**src/rtl/bhp_pkg.sv**
```systemverilog
package bhp_pkg;

   typedef logic [1:0] hyst_t;

   localparam hyst_t HY_STRONG_NT = 2'b00;
   localparam hyst_t HY_WEAK_NT   = 2'b01;
   localparam hyst_t HY_WEAK_T    = 2'b10;
   localparam hyst_t HY_STRONG_T  = 2'b11;

   // Four-state hysteresis: weak states fall to the strong state of the outcome.
   function automatic hyst_t hyst_next(input hyst_t cur, input logic taken);
      hyst_t nxt;
      case (cur)
         HY_STRONG_NT: nxt = taken ? HY_WEAK_NT  : HY_STRONG_NT;
         HY_WEAK_NT:   nxt = taken ? HY_STRONG_T : HY_STRONG_NT;
         HY_WEAK_T:    nxt = taken ? HY_STRONG_T : HY_STRONG_NT;
         default:      nxt = taken ? HY_STRONG_T : HY_WEAK_T;
      endcase
      return nxt;
   endfunction

endpackage

```
**src/rtl/bhp_upd_decode.sv**
```systemverilog
module bhp_upd_decode #(
   parameter int ENTRIES = 4,
   localparam int IDX_W = (ENTRIES > 1) ? $clog2(ENTRIES) : 1
) (
   input  logic               clk,
   input  logic               rst,
   input  logic               valid,
   input  logic [IDX_W-1:0]   idx,
   output logic [ENTRIES-1:0] sel
);

   generate
      for (genvar g = 0; g < ENTRIES; g++) begin : g_sel
         assign sel[g] = valid && (idx == IDX_W'(g));
      end
   endgenerate

   AST_SEL_ONEHOT: assert property (@(posedge clk) disable iff (rst)
      $onehot0(sel));

   AST_SEL_IDLE: assert property (@(posedge clk) disable iff (rst)
      !valid |-> (sel == '0));

endmodule

```
**src/rtl/bhp_entry.sv**
```systemverilog
module bhp_entry
   import bhp_pkg::*;
(
   input  logic  clk,
   input  logic  rst,
   input  logic  upd_en,
   input  logic  upd_taken,
   output hyst_t state
);

   always_ff @(posedge clk) begin
      if (rst)
         state <= HY_STRONG_NT;
      else if (upd_en)
         state <= hyst_next(state, upd_taken);
   end

   AST_RST_CLEARS: assert property (@(posedge clk)
      rst |=> (state == HY_STRONG_NT));

   AST_IDLE_HOLDS: assert property (@(posedge clk) disable iff (rst)
      !upd_en |=> $stable(state));

   AST_WEAK_NT_JUMPS: assert property (@(posedge clk) disable iff (rst)
      (upd_en && upd_taken && state == HY_WEAK_NT) |=> (state == HY_STRONG_T));

   AST_STRONG_T_SOFTENS: assert property (@(posedge clk) disable iff (rst)
      (upd_en && !upd_taken && state == HY_STRONG_T) |=> (state == HY_WEAK_T));

   AST_WEAK_T_DROPS: assert property (@(posedge clk) disable iff (rst)
      (upd_en && !upd_taken && state == HY_WEAK_T) |=> (state == HY_STRONG_NT));

   AST_WEAK_NT_DROPS: assert property (@(posedge clk) disable iff (rst)
      (upd_en && !upd_taken && state == HY_WEAK_NT) |=> (state == HY_STRONG_NT));

   AST_SATURATE: assert property (@(posedge clk) disable iff (rst)
      (upd_en && (state == {2{upd_taken}})) |=> $stable(state));

endmodule

```
**src/rtl/hyst_branch_predictor.sv**
```systemverilog
module hyst_branch_predictor
   import bhp_pkg::*;
#(
   parameter int PC_W       = 32,
   parameter int ENTRIES    = 4,
   parameter int ALIGN_BITS = 2,
   localparam int IDX_W     = (ENTRIES > 1) ? $clog2(ENTRIES) : 1,
   localparam int IDX_LO    = ALIGN_BITS,
   localparam int IDX_HI    = ALIGN_BITS + IDX_W - 1
) (
   input  logic            clk,
   input  logic            rst,
   input  logic [PC_W-1:0] lk_pc,
   output logic            lk_taken,
   input  logic            upd_valid,
   input  logic [PC_W-1:0] upd_pc,
   input  logic            upd_taken
);

   generate
      if (ENTRIES < 2 || (1 << IDX_W) != ENTRIES) begin : g_bad_depth
         $error("ENTRIES must be a power of two, at least 2");
      end
      if (IDX_HI >= PC_W) begin : g_bad_geom
         $error("index field does not fit inside PC_W");
      end
   endgenerate

   logic [IDX_W-1:0]   lk_idx;
   logic [IDX_W-1:0]   up_idx;
   logic [ENTRIES-1:0] up_sel;
   hyst_t              tbl [ENTRIES];

   assign lk_idx = lk_pc[IDX_HI:IDX_LO];
   assign up_idx = upd_pc[IDX_HI:IDX_LO];

   bhp_upd_decode #(.ENTRIES(ENTRIES)) u_dec (
      .clk   (clk),
      .rst   (rst),
      .valid (upd_valid),
      .idx   (up_idx),
      .sel   (up_sel)
   );

   generate
      for (genvar e = 0; e < ENTRIES; e++) begin : g_row
         bhp_entry u_ent (
            .clk       (clk),
            .rst       (rst),
            .upd_en    (up_sel[e]),
            .upd_taken (upd_taken),
            .state     (tbl[e])
         );
      end
   endgenerate

   // Read straight from the registers: a same-cycle update is not yet visible.
   assign lk_taken = tbl[lk_idx][1];

   AST_ADDR_KNOWN: assert property (@(posedge clk) disable iff (rst)
      !$isunknown(lk_pc) && (!upd_valid || !$isunknown(upd_pc)));

   AST_IDLE_PRED_STABLE: assert property (@(posedge clk) disable iff (rst)
      !upd_valid |=> (!$stable(lk_pc) || $stable(lk_taken)));

   AST_RESET_PRED_NT: assert property (@(posedge clk)
      rst |=> !lk_taken);

endmodule

```
**config.mk**
```make
export PLATFORM = sky130hd
export DESIGN_NAME = hyst_branch_predictor
export DESIGN_NICKNAME = d
export VERILOG_FILES = /design/src/rtl/bhp_pkg.sv /design/src/rtl/bhp_upd_decode.sv /design/src/rtl/bhp_entry.sv /design/src/rtl/hyst_branch_predictor.sv
export SDC_FILE = /design/constraint.sdc
export NUM_CORES = 1
export LEC_CHECK = 0
export CORE_MARGIN = 3
export CORE_UTILIZATION = 26
export DETAILED_ROUTE_END_ITERATION = 8
export PLACE_DENSITY_LB_ADDON = 0.05
export SETUP_SLACK_MARGIN = 0.3
export SYNTH_ARGS = -nofsm -noshare
export SYNTH_HDL_FRONTEND = slang
export SYNTH_HIERARCHICAL = 1
export SYNTH_SLANG_ARGS = --single-unit
export TNS_END_PERCENT = 20
```
**constraint.sdc**
```tcl
create_clock -name clk -period 4 [get_ports clk]
set_clock_uncertainty 0.2 [all_clocks]
set_input_delay 0.4 -clock clk [delete_from_list [all_inputs] [get_ports clk]]
set_output_delay 0.4 -clock clk [all_outputs]
set_load 0.03 [all_outputs]
```
Word level (Yosys, flattened, before mapping)
Cells that the tools add are included.

Magnitude comparators: 1. Equal/unequal tests: 11. Muxes and demuxes: 10. Reductions and logical operators: 13. Bitwise gates (word level): 1.

Operators by type and width (number): $pmux 2 s2 (4); $eq 2x2->1 const B (6); $eq 2x1->1 const B (5); $logic_not 2->1 (5); $reduce_or 2->1 (4); $mux 2 (3); $bmux 2 s2 (1); $logic_and 1x1->1 (4); $ge 3x3->1 const B (1); $not 2->3 (1); $mux 1 (2).

Word-level logic and storage cells: 40. Bits in registers: 8. Bits of input ports: 68.

Depth between registers and ports, before layout
Gate-level depths: netlist of the first run.

Depth in word-level cells: 4. Gate-level depth with buffers: 4. Mapped depth without buffers: 4.

Modules after synthesis
The synthesis of the first run kept the hierarchy.

By module, submodules not included: bhp_entry (area an instance 115.1 um^2, times used 4, cells an instance 12); bhp_upd_decode (area an instance 37.5 um^2, times used 1, cells an instance 4); hyst_branch_predictor (area an instance 22.5 um^2, times used 1, cells an instance 1).

Worst setup path before layout of the first run
No wires, ideal clock.

Path kind: in2out. From: input port lk_pc[2]. To: output port lk_taken. Cell stages on the path: 1. Path buffers: 0. Path slack: 2.418 ns. Arrival time: 0.982 ns. Cell sequence: mux4_2.

Cells in the longest elaborated chain, start to end: 4.

Ends and longest elaborated chain: start, declared (line hyst_branch_predictor.sv:13) `input logic [PC_W-1:0] lk_pc,`; $not 2->3 (implied by the code) (line hyst_branch_predictor.sv:58) `assign lk_taken = tbl[lk_idx][1];`; $bmux 2 s2 (line hyst_branch_predictor.sv:58); $mux 2 (implied by the code) (2 in series) (line hyst_branch_predictor.sv:58); end, declared (line hyst_branch_predictor.sv:14) `output logic lk_taken,`.

No other way between the ends. The select of a mux whose other input is x is not followed.

Worst setup path after layout of the first run
Same ends and word-level chain as after synthesis.

==> impl_metrics.env, run 1 <==
export IMPL_leakagePower_nw=0.245
export IMPL_crit_arrival_ns=1.99
export IMPL_path_cells="clkdlybuf4s50_1 > mux4_2 > clkdlybuf4s50_1"
export IMPL_io_buffers=8
export IMPL_fin_area_sq_um=654
export IMPL_largest_register_ffs=8
export IMPL_syn_area_sq_um=520
export IMPL_slowest_stage="clkdlybuf4s50_1"
export IMPL_start_kind="input pin"
export IMPL_path_buf_inv=2
export IMPL_io_pins=69
export IMPL_clk_pin_slew_ns=0.05
export IMPL_stdcell_count=89
export IMPL_max_freq_mhz=387
export IMPL_ant_nets=0
export IMPL_drv_slew=0
export IMPL_final_net_count=138
export IMPL_yosysSeqAreaShare_pct=30.8
export IMPL_synth_top_area_cell="dfxtp_1"
export IMPL_top_register="g_row.u_ent/state"
export IMPL_hp_class="reg -> reg"
export IMPL_syn_inst=53
export IMPL_layout_min_cycle_time_ns=2.59
export IMPL_start_util_pct=28.9
export IMPL_gr_usage_all_layers_pct=9.37
export IMPL_worst_pin_slew_ns=0.509
export IMPL_met1_length_microns=449
export IMPL_vias=389
export IMPL_grt_pass1_vias=416
export IMPL_fill_cells=209
export IMPL_viasPerCell=4.37
export IMPL_placed_cells=86
export IMPL_cts_tree="built"
export IMPL_slew_headroom_pct=65.9
export IMPL_post_cts_setup_buffers=0
export IMPL_fin_setup_tns_ns=0
export IMPL_cts_htree_levels=1
export IMPL_crit_top_cell="clkdlybuf4s50_1"
export IMPL_drt_iter0_drc=3
export IMPL_drc=0
export IMPL_drive_above_1_share_pct=15.6
export IMPL_wl_microns=957
export IMPL_clock_latency_ns=0.25
export IMPL_max_stage_delay_ns=0.60
export IMPL_largestRegisters="g_row.u_ent/state x8"
export IMPL_avgSynthCellArea_sq_um=9.82
export IMPL_grt_max_degree=13
export IMPL_antenna_cells=0
export IMPL_period_share_pct=64.7
export IMPL_highest_layer="met3"
export IMPL_critPathMaxFanout=1
export IMPL_grt_overflow=0
export IMPL_ys_seq_elements=8
export IMPL_ys_warn_count=6
export IMPL_rsz0062_at_grt="no"
export IMPL_cts_buffer_depth=2
export IMPL_wl_per_cell_microns=10.8
export IMPL_rows=15
export IMPL_cts_root_buf="clkbuf_4"
export IMPL_cts_hold_fix_buffers=0
export IMPL_die_x_microns=50.7
export IMPL_gp_congestion=0.675
export IMPL_hpwl_microns=761
export IMPL_endpoint_kind="output port"
export IMPL_met2_length_microns=429
export IMPL_synth_area_leaders="dfxtp_1 (31%), o41ai_2 (13%), ha_1 (9.6%), nor2b_1 (9.6%), inv_1 (8.7%)"
export IMPL_met3_length_microns=79
export IMPL_die_h_microns=50.7
export IMPL_powerDensity_mw_per_mm2=261
export IMPL_multi_input_area_sq_um=315
export IMPL_regArea_sq_um=160
export IMPL_setup_viol=0
export IMPL_area_growth_pct=25.7
export IMPL_grt_pass1_wl_mm=1.74
export IMPL_status="complete, no violations"
export IMPL_cp_top_family="buffers and inverters"
export IMPL_required_ns=3.40
export IMPL_cts_sinks=8
export IMPL_synth_nets=125
export IMPL_vdd_drop_max_mv=0.232
export IMPL_cts_buffers=3
export IMPL_die_area_sq_mm=0.00257
export IMPL_crit_type="in -> out"
export IMPL_core_region_area_sq_mm=0.00180
export IMPL_synth_top_cell_area_share_pct=30.8
export IMPL_cts_resized=0
export IMPL_place_area_sq_um=632
export IMPL_yosys_cell_types_count=12
export IMPL_timing_hold_violations_final=0
export IMPL_antenna_found_initial=0
export IMPL_drv_cap=0
export IMPL_drtPass1Iterations=2
## cells in the final DEF (no fill, tap or decap)
master and instances:
and3_2 1, and3b_1 2, clkbuf_4 3, clkdlybuf4s50_1 8, dfxtp_1 8, ha_1 4, inv_1 12, mux2i_1 4
mux4_2 1, nor2_1 4, nor2b_1 8, nor3b_2 1, o41ai_2 4, or3b_1 4
## metal layers
metal / GRT usage [%] / up-vias
met2: 15.0 / 11
li1: - / 204
met5: 0 / -
met4: 2.69 / 0
met1: 9.98 / 174
met3: 6.23 / 0
## final cells by class
type	count	share of cell area, %
multi-input combinational	33	48.2
sequential	8	24.5
timing repair buffer	8	12.2
inverter	12	6.88
tap	25	4.78
clock buffer	3	3.44
## report_power, final
part           total (mW)  internal [mW]  switching, mW
combinational      0.0276         0.0146         0.0130
clock              0.0604         0.0342         0.0262
sequential         0.0830         0.0819        0.00107
## final timing paths
path / startpoint / end / slack (ns) / cells past startpoint
worst max-delay path: lk_pc[2] / lk_taken / 1.41 / 3
worst min register to register: g_row[1].u_ent/state[0] / g_row[1].u_ent/state[0] / 0.29 / 2
worst min-delay path: g_row[1].u_ent/state[0] / g_row[1].u_ent/state[0] / 0.29 / 2
worst max register to register: g_row[1].u_ent/state[1] / g_row[1].u_ent/state[1] / 2.61 / 4
## tightest hold or removal path, cell delays in order, from the launching register on
cell and delay [ns]:
dfxtp_1 0.32, mux2i_1 0.06, nor2_1 0.07
## cell families (layout without fill, tap and decap cells)
logic type,after synthesis,count (layout),share of synthesized area [%]
buffers and inverters,12,23,8.65
adder cells (fa/ha/maj),4,4,9.62
multiplexers,5,5,12.0
AND/OR/NAND/NOR,20,20,26.4
AO/OA/AOI/OAI,4,4,12.5
flip-flops,8,8,30.8
## synth_stat cells
| master | n |
|---|---|
| inv_1 | 12 |
| dfxtp_1 | 8 |
| nor2b_1 | 8 |
| ha_1 | 4 |
| mux2i_1 | 4 |
| nor2_1 | 4 |
| o41ai_2 | 4 |
| or3b_1 | 4 |
| and3b_1 | 2 |
| and3_2 | 1 |
| mux4_2 | 1 |
| nor3b_2 | 1 |
## stage by stage
| stage | total power [mW] | util, % | hold slack [ns] | setup slack, ns |
|---|---|---|---|---|
| 6_report | 0.171 | 36.3 | 0.293 | 1.41 |
| 5_1_grt | 0.185 | 36.3 | 0.335 | 1.38 |
| 4_1_cts | 0.175 | 36.3 | 0.306 | 1.40 |
| 3_5_place_dp | 0.113 | 35.1 | 0.290 | 1.40 |
| 3_3_place_gp | 0.113 | 35.1 | 0.275 | 1.40 |
| 2_1_floorplan | 0.0987 | - | 0.260 | 2.42 |
(Power assumes the default switching activity.)
==> run 2: changes to the inputs <==
--- a/config.mk
+++ b/config.mk
@@ -6,7 +6,7 @@
 export NUM_CORES = 1
 export LEC_CHECK = 0
 export CORE_MARGIN = 3
-export CORE_UTILIZATION = 26
+export CORE_UTILIZATION = 22
 export DETAILED_ROUTE_END_ITERATION = 8
 export PLACE_DENSITY_LB_ADDON = 0.05
 export SETUP_SLACK_MARGIN = 0.3
==> constraint.sdc (replaced) <==
create_clock -name clk -period 2.3 [get_ports clk]
set_clock_uncertainty 0.2 [all_clocks]
set_input_delay 0.23 -clock clk [delete_from_list [all_inputs] [get_ports clk]]
set_output_delay 0.23 -clock clk [all_outputs]
set_load 0.03 [all_outputs]
==> run 2 against run 1 <==
Effect of this change:
- via count fell by 2.6%
- total power rose by 74%
- non-clock buffer count did not move
- cell count rose by 2.2%
- sequential power rose by 73%
- critical path depth did not move
- core utilization fell by 5.0 points
- routed wire length rose by 1.3%
- clock power rose by 74%
==> impl_metrics.env, run 2 (synthesis gave the netlist of run 1 again) <==
export IMPL_status="complete, no violations"
export IMPL_die_h_microns=54.6
export IMPL_top_register="g_row.u_ent/state"
export IMPL_die_x_microns=54.6
export IMPL_viasPerCell=4.16
export IMPL_holdPathStages=2
export IMPL_grt_overflow=0
export IMPL_grt_max_degree=13
export IMPL_max_freq_mhz=520
export IMPL_grt_pass1_vias=415
export IMPL_area_growth_pct=26.4
export IMPL_leakagePower_nw=0.245
export IMPL_post_cts_setup_buffers=0
export IMPL_crit_arrival_ns=1.49
export IMPL_gp_congestion=0.632
export IMPL_largest_register_ffs=8
export IMPL_slowest_stage="mux4_2"
export IMPL_io_pins=69
export IMPL_ant_nets=0
export IMPL_wl_microns=969
export IMPL_worstHoldStart="g_row[0].u_ent/state[0]"
export IMPL_cts_tree="built"
export IMPL_gr_usage_all_layers_pct=8.77
export IMPL_cts_sinks=8
export IMPL_endpoint_kind="output port"
export IMPL_layout_min_cycle_time_ns=1.92
export IMPL_start_util_pct=24.8
export IMPL_r2r_end="g_row[1].u_ent/state[1]"
export IMPL_rr_worst_depth=4
export IMPL_cts_htree_levels=1
export IMPL_grt_pass1_wl_mm=1.82
export IMPL_final_cell_mix="inv_1 (12), nor2b_1 (8), dfxtp_1 (8)"
export IMPL_fin_setup_tns_ns=0
export IMPL_powerDensity_mw_per_mm2=452
export IMPL_fill_cells=239
export IMPL_vias=379
export IMPL_wl_per_cell_microns=10.6
export IMPL_setup_viol=0
export IMPL_r2r_start="g_row[1].u_ent/state[0]"
export IMPL_core_region_area_sq_mm=0.00210
export IMPL_period_share_pct=83.6
export IMPL_critPathMaxFanout=1
export IMPL_drtPass1Iterations=3
export IMPL_clock_latency_ns=0.24
export IMPL_ff2ff_setup_slack_ns=0.90
export IMPL_hold_end="g_row[0].u_ent/state[0]"
export IMPL_stdcell_count=91
export IMPL_placed_cells=88
export IMPL_required_ns=1.87
export IMPL_clk_pin_slew_ns=0.05
export IMPL_drt_iter0_drc=5
export IMPL_rows=16
export IMPL_drv_cap=0
export IMPL_rsz0062_at_grt="no"
export IMPL_final_common_cell="inv_1"
export IMPL_hp_class="reg -> reg"
export IMPL_largestRegisters="g_row.u_ent/state x8"
export IMPL_drive_above_1_share_pct=17.2
export IMPL_start_kind="input pin"
export IMPL_io_buffers=8
export IMPL_startpoint="lk_pc[2]"
export IMPL_cts_root_buf="clkbuf_4"
export IMPL_cts_buffers=3
export IMPL_vdd_drop_max_mv=0.160
export IMPL_antenna_found_initial=0
export IMPL_max_stage_delay_ns=0.49
export IMPL_drc=0
export IMPL_drv_slew=0
export IMPL_antenna_cells=0
export IMPL_cts_buffer_depth=2
export IMPL_worst_pin_slew_ns=0.519
export IMPL_final_net_count=138
export IMPL_path_cells="clkdlybuf4s50_1 > mux4_2 > clkdlybuf4s15_2"
export IMPL_hpwl_microns=770
export IMPL_die_area_sq_mm=0.00299
export IMPL_timing_hold_violations_final=0
export IMPL_slew_headroom_pct=65.3
export IMPL_crit_type="in -> out"
-- run 2: cell count changes in the layout (fill, tap and decap cells not counted), sizes merged --
cell,before,now
clkdlybuf4s15,0,1
clkdlybuf4s50,8,7
-- run 2: routing by layer --
layer | vias up | global-route usage (%) | share of wire [%]
met4 | 0 | 4.98 | 0
met1 | 165 | 11.6 | 52
met5 | - | 0 | 0
met3 | 0 | 3.27 | 7.0
li1 | 205 | - | -
met2 | 9 | 12.0 | 40
-- run 2: through the flow --
stage          util, %  worst slack, ns  power [mW]  instance area [sq um]  hold WS, ns
3_5_place_dp      30.2           0.0480       0.197                    634        0.285
5_1_grt           31.3            0.333       0.323                    658        0.321
6_report          31.3            0.376       0.297                    658        0.290
2_1_floorplan        -             1.01       0.172                    520        0.102
3_3_place_gp      30.2           0.0306       0.197                    634        0.277
4_1_cts           31.3            0.364       0.307                    658        0.298
-- run 2: critical path: cells and delay by family --
family,cells,cell delay [ns]
buffers and inverters,2,0.77
muxes,1,0.49
-- run 2: worst max-delay path by stage --
stage	endpoint	cells past startpoint
global placement	lk_taken	3
detailed placement	lk_taken	3
global route	lk_taken	3
CTS	lk_taken	3
finish	lk_taken	3
floorplan	lk_taken	1
-- run 2: cell type report --
class / count / area [sq um] / area share [%]
multi-input combinational: 33 / 315 / 47.9
timing repair buffer: 8 / 81.3 / 12.4
clock buffer: 3 / 22.5 / 3.42
inverter: 12 / 45.0 / 6.84
tap: 27 / 33.8 / 5.13
sequential: 8 / 160 / 24.3
-- run 2: power breakdown --
part / leakage, nW / switching [mW] / internal (mW)
Combinational: 0.166 / 0.0230 / 0.0253
Clock: 0.0138 / 0.0452 / 0.0596
Sequential: 0.0648 / 0.00189 / 0.142
-- run 2: repair_timing --
item	4_1_cts	5_1_grt
resized for setup	3	0
endpoints found under the hold margin	0	0
setup endpoints to repair	1	0
hold buffers	0	0
==> run 3: changes to the inputs <==
==> constraint.sdc (replaced) <==
create_clock -name clk -period 1.61 [get_ports clk]
set_clock_uncertainty 0.2 [all_clocks]
set_input_delay 0.161 -clock clk [delete_from_list [all_inputs] [get_ports clk]]
set_output_delay 0.161 -clock clk [all_outputs]
set_load 0.03 [all_outputs]
==> run 3 against run 2 <==
Effect of this change:
- die area unchanged
- clock power grew 52%
- sequential share of layout area shrank 2.9 points
- critical endpoint unchanged
- first-iteration DRC count fell by 40%
- flip-flop and latch count unchanged
- sequential power is 43% higher
- setup slack got worse by 0.32 ns
- hold slack better by 0.0069 ns
==> impl_metrics.env, run 3 (synthesis gave the netlist of run 1 again) <==
export IMPL_ant_nets=0
export IMPL_hp_class="reg -> reg"
export IMPL_critPathMaxFanout=2
export IMPL_drtPass1Iterations=4
export IMPL_start_kind="flip-flop"
export IMPL_required_ns=1.25
export IMPL_slew_headroom_pct=73.3
export IMPL_cts_buffer_depth=2
export IMPL_period_share_pct=96.6
export IMPL_placed_cells=96
export IMPL_powerDensity_mw_per_mm2=593
export IMPL_use_met1_pct=11.9
export IMPL_crit_arrival_ns=1.19
export IMPL_cts_sinks=8
export IMPL_gr_usage_all_layers_pct=9.35
export IMPL_status="complete, no violations"
export IMPL_drive_above_1_share_pct=34.2
export IMPL_cts_tree="built"
export IMPL_die_h_microns=54.6
export IMPL_worst_pin_slew_ns=0.399
export IMPL_rr_worst_depth=6
export IMPL_ff2ff_setup_slack_ns=0.08
export IMPL_clk_pin_slew_ns=0.06
export IMPL_r2r_end="g_row[2].u_ent/state[1]"
export IMPL_cts_buffers=3
export IMPL_area_growth_pct=45.9
export IMPL_leakagePower_nw=0.305
export IMPL_drt_iter0_drc=3
export IMPL_cts_hold_fix_buffers=0
export IMPL_vdd_drop_max_mv=0.316
export IMPL_timing_hold_violations_final=0
export IMPL_r2r_start="g_row[2].u_ent/state[1]"
export IMPL_clock_latency_ns=0.25
export IMPL_worstHoldStart="g_row[0].u_ent/state[0]"
export IMPL_stdcell_count=100
export IMPL_grt_busiest_layer="met2"
export IMPL_drc=0
export IMPL_core_region_area_sq_mm=0.00210
export IMPL_cts_htree_levels=1
export IMPL_rsz0062_at_grt="yes"
export IMPL_grt_pass1_wl_mm=1.90
export IMPL_endpoint_kind="output port"
export IMPL_viasPerCell=4.04
export IMPL_largest_register_ffs=8
export IMPL_final_core_util_pct=36.1
export IMPL_max_freq_mhz=643
export IMPL_drv_cap=0
export IMPL_crit_type="reg -> out"
export IMPL_antenna_cells=0
export IMPL_wl_mm=1.02
export IMPL_hold_ws_ns=0.297
export IMPL_die_area_sq_mm=0.00299
export IMPL_final_cell_mix="inv_1 (11), buf_4 (8), nor2b_1 (7)"
export IMPL_setup_viol=0
export IMPL_final_common_cell="inv_1"
export IMPL_hold_end="g_row[0].u_ent/state[0]"
export IMPL_rows=16
export IMPL_fill_cells=237
export IMPL_io_pins=69
export IMPL_grt_max_degree=13
export IMPL_grt_util_met3_pct=4.90
export IMPL_layout_min_cycle_time_ns=1.55
export IMPL_hpwl_microns=783
export IMPL_holdPathStages=2
export IMPL_final_net_count=147
export IMPL_largestRegisters="g_row.u_ent/state x8"
export IMPL_die_x_microns=54.6
export IMPL_antenna_found_initial=0
export IMPL_drv_slew=0
export IMPL_io_buffers=8
export IMPL_gp_congestion=0.672
export IMPL_vias=404
export IMPL_use_met2_pct=13.0
export IMPL_grt_pass1_vias=421
export IMPL_grt_overflow=0
export IMPL_wl_per_cell_microns=10.2
export IMPL_top_register="g_row.u_ent/state"
export IMPL_start_util_pct=24.8
export IMPL_cts_root_buf="clkbuf_4"
run 3: changes by cell type in the layout (fill, tap and decap cells not counted):
cell             previous run  this run
inv_1                      12        11
inv_2                       0         1
clkdlybuf4s15_2             1         0
nor2b_4                     0         1
buf_12                      0         1
dfxtp_1                     8         6
dfxtp_2                     0         2
nor2b_1                     8         7
dlygate4sd2_1               0         1
ha_1                        4         3
buf_4                       0         8
clkdlybuf4s50_1             7         6
buf_6                       0         1
ha_4                        0         1
run 3: power breakdown:
group          switching (mW)  total (mW)  internal, mW  leakage [nW]
logic                  0.0364      0.0848        0.0483         0.225
clock network          0.0739       0.160        0.0857        0.0138
registers             0.00247       0.206         0.203        0.0658
total                   0.113       0.450         0.338         0.305
run 3: what timing repair did:
item                       in CTS  in global routing
hold endpoints to repair        0                  0
setup endpoints to repair       7                  8
resized for setup               9                  5
pin swaps                       0                  1
setup buffers                   1                  0
run 3: critical path, stage by stage, from the launching register on:
cell,delay [ns]
dfxtp_2,0.32
mux4_2,0.47
buf_6,0.15
run 3: metrics by stage:
step           power (mW)  TNS, ns  worst slack (ns)  cell area (sq um)
4_1_cts             0.462        0            0.0390                738
5_1_grt             0.476        0            0.0276                759
2_1_floorplan       0.245        0             0.321                520
6_report            0.450        0            0.0550                759
3_3_place_gp        0.293   -0.723            -0.522                707
3_5_place_dp        0.293   -0.671            -0.510                707
run 3: how the worst max path moves through the flow:
stage / startpoint / endpoint / slack [ns] / cells past startpoint
after floorplan: g_row[0].u_ent/state[0] / g_row[0].u_ent/state[1] / 0.32 / 4
after global placement: lk_pc[2] / lk_taken / -0.52 / 3
after detailed placement: lk_pc[2] / lk_taken / -0.51 / 3
after CTS: g_row[3].u_ent/state[1] / lk_taken / 0.04 / 2
after global routing: g_row[3].u_ent/state[1] / lk_taken / 0.03 / 2
final: g_row[3].u_ent/state[1] / lk_taken / 0.06 / 2
run 3: area by class of cell:
class	count	area, sq um	area share (%)
repair buffers	17	160	21.1
flip-flops and latches	8	163	21.4
inverters	12	45.0	5.93
well taps	27	33.8	4.45
multi-input cells	33	335	44.2
clock buffers	3	22.5	2.97
run 3: metal layers:
metal	part of all wire [%]	vias to the layer above
met2	42	9
met3	7.0	0
met4	0	0
met5	0	-
met1	51	175
li1	-	220
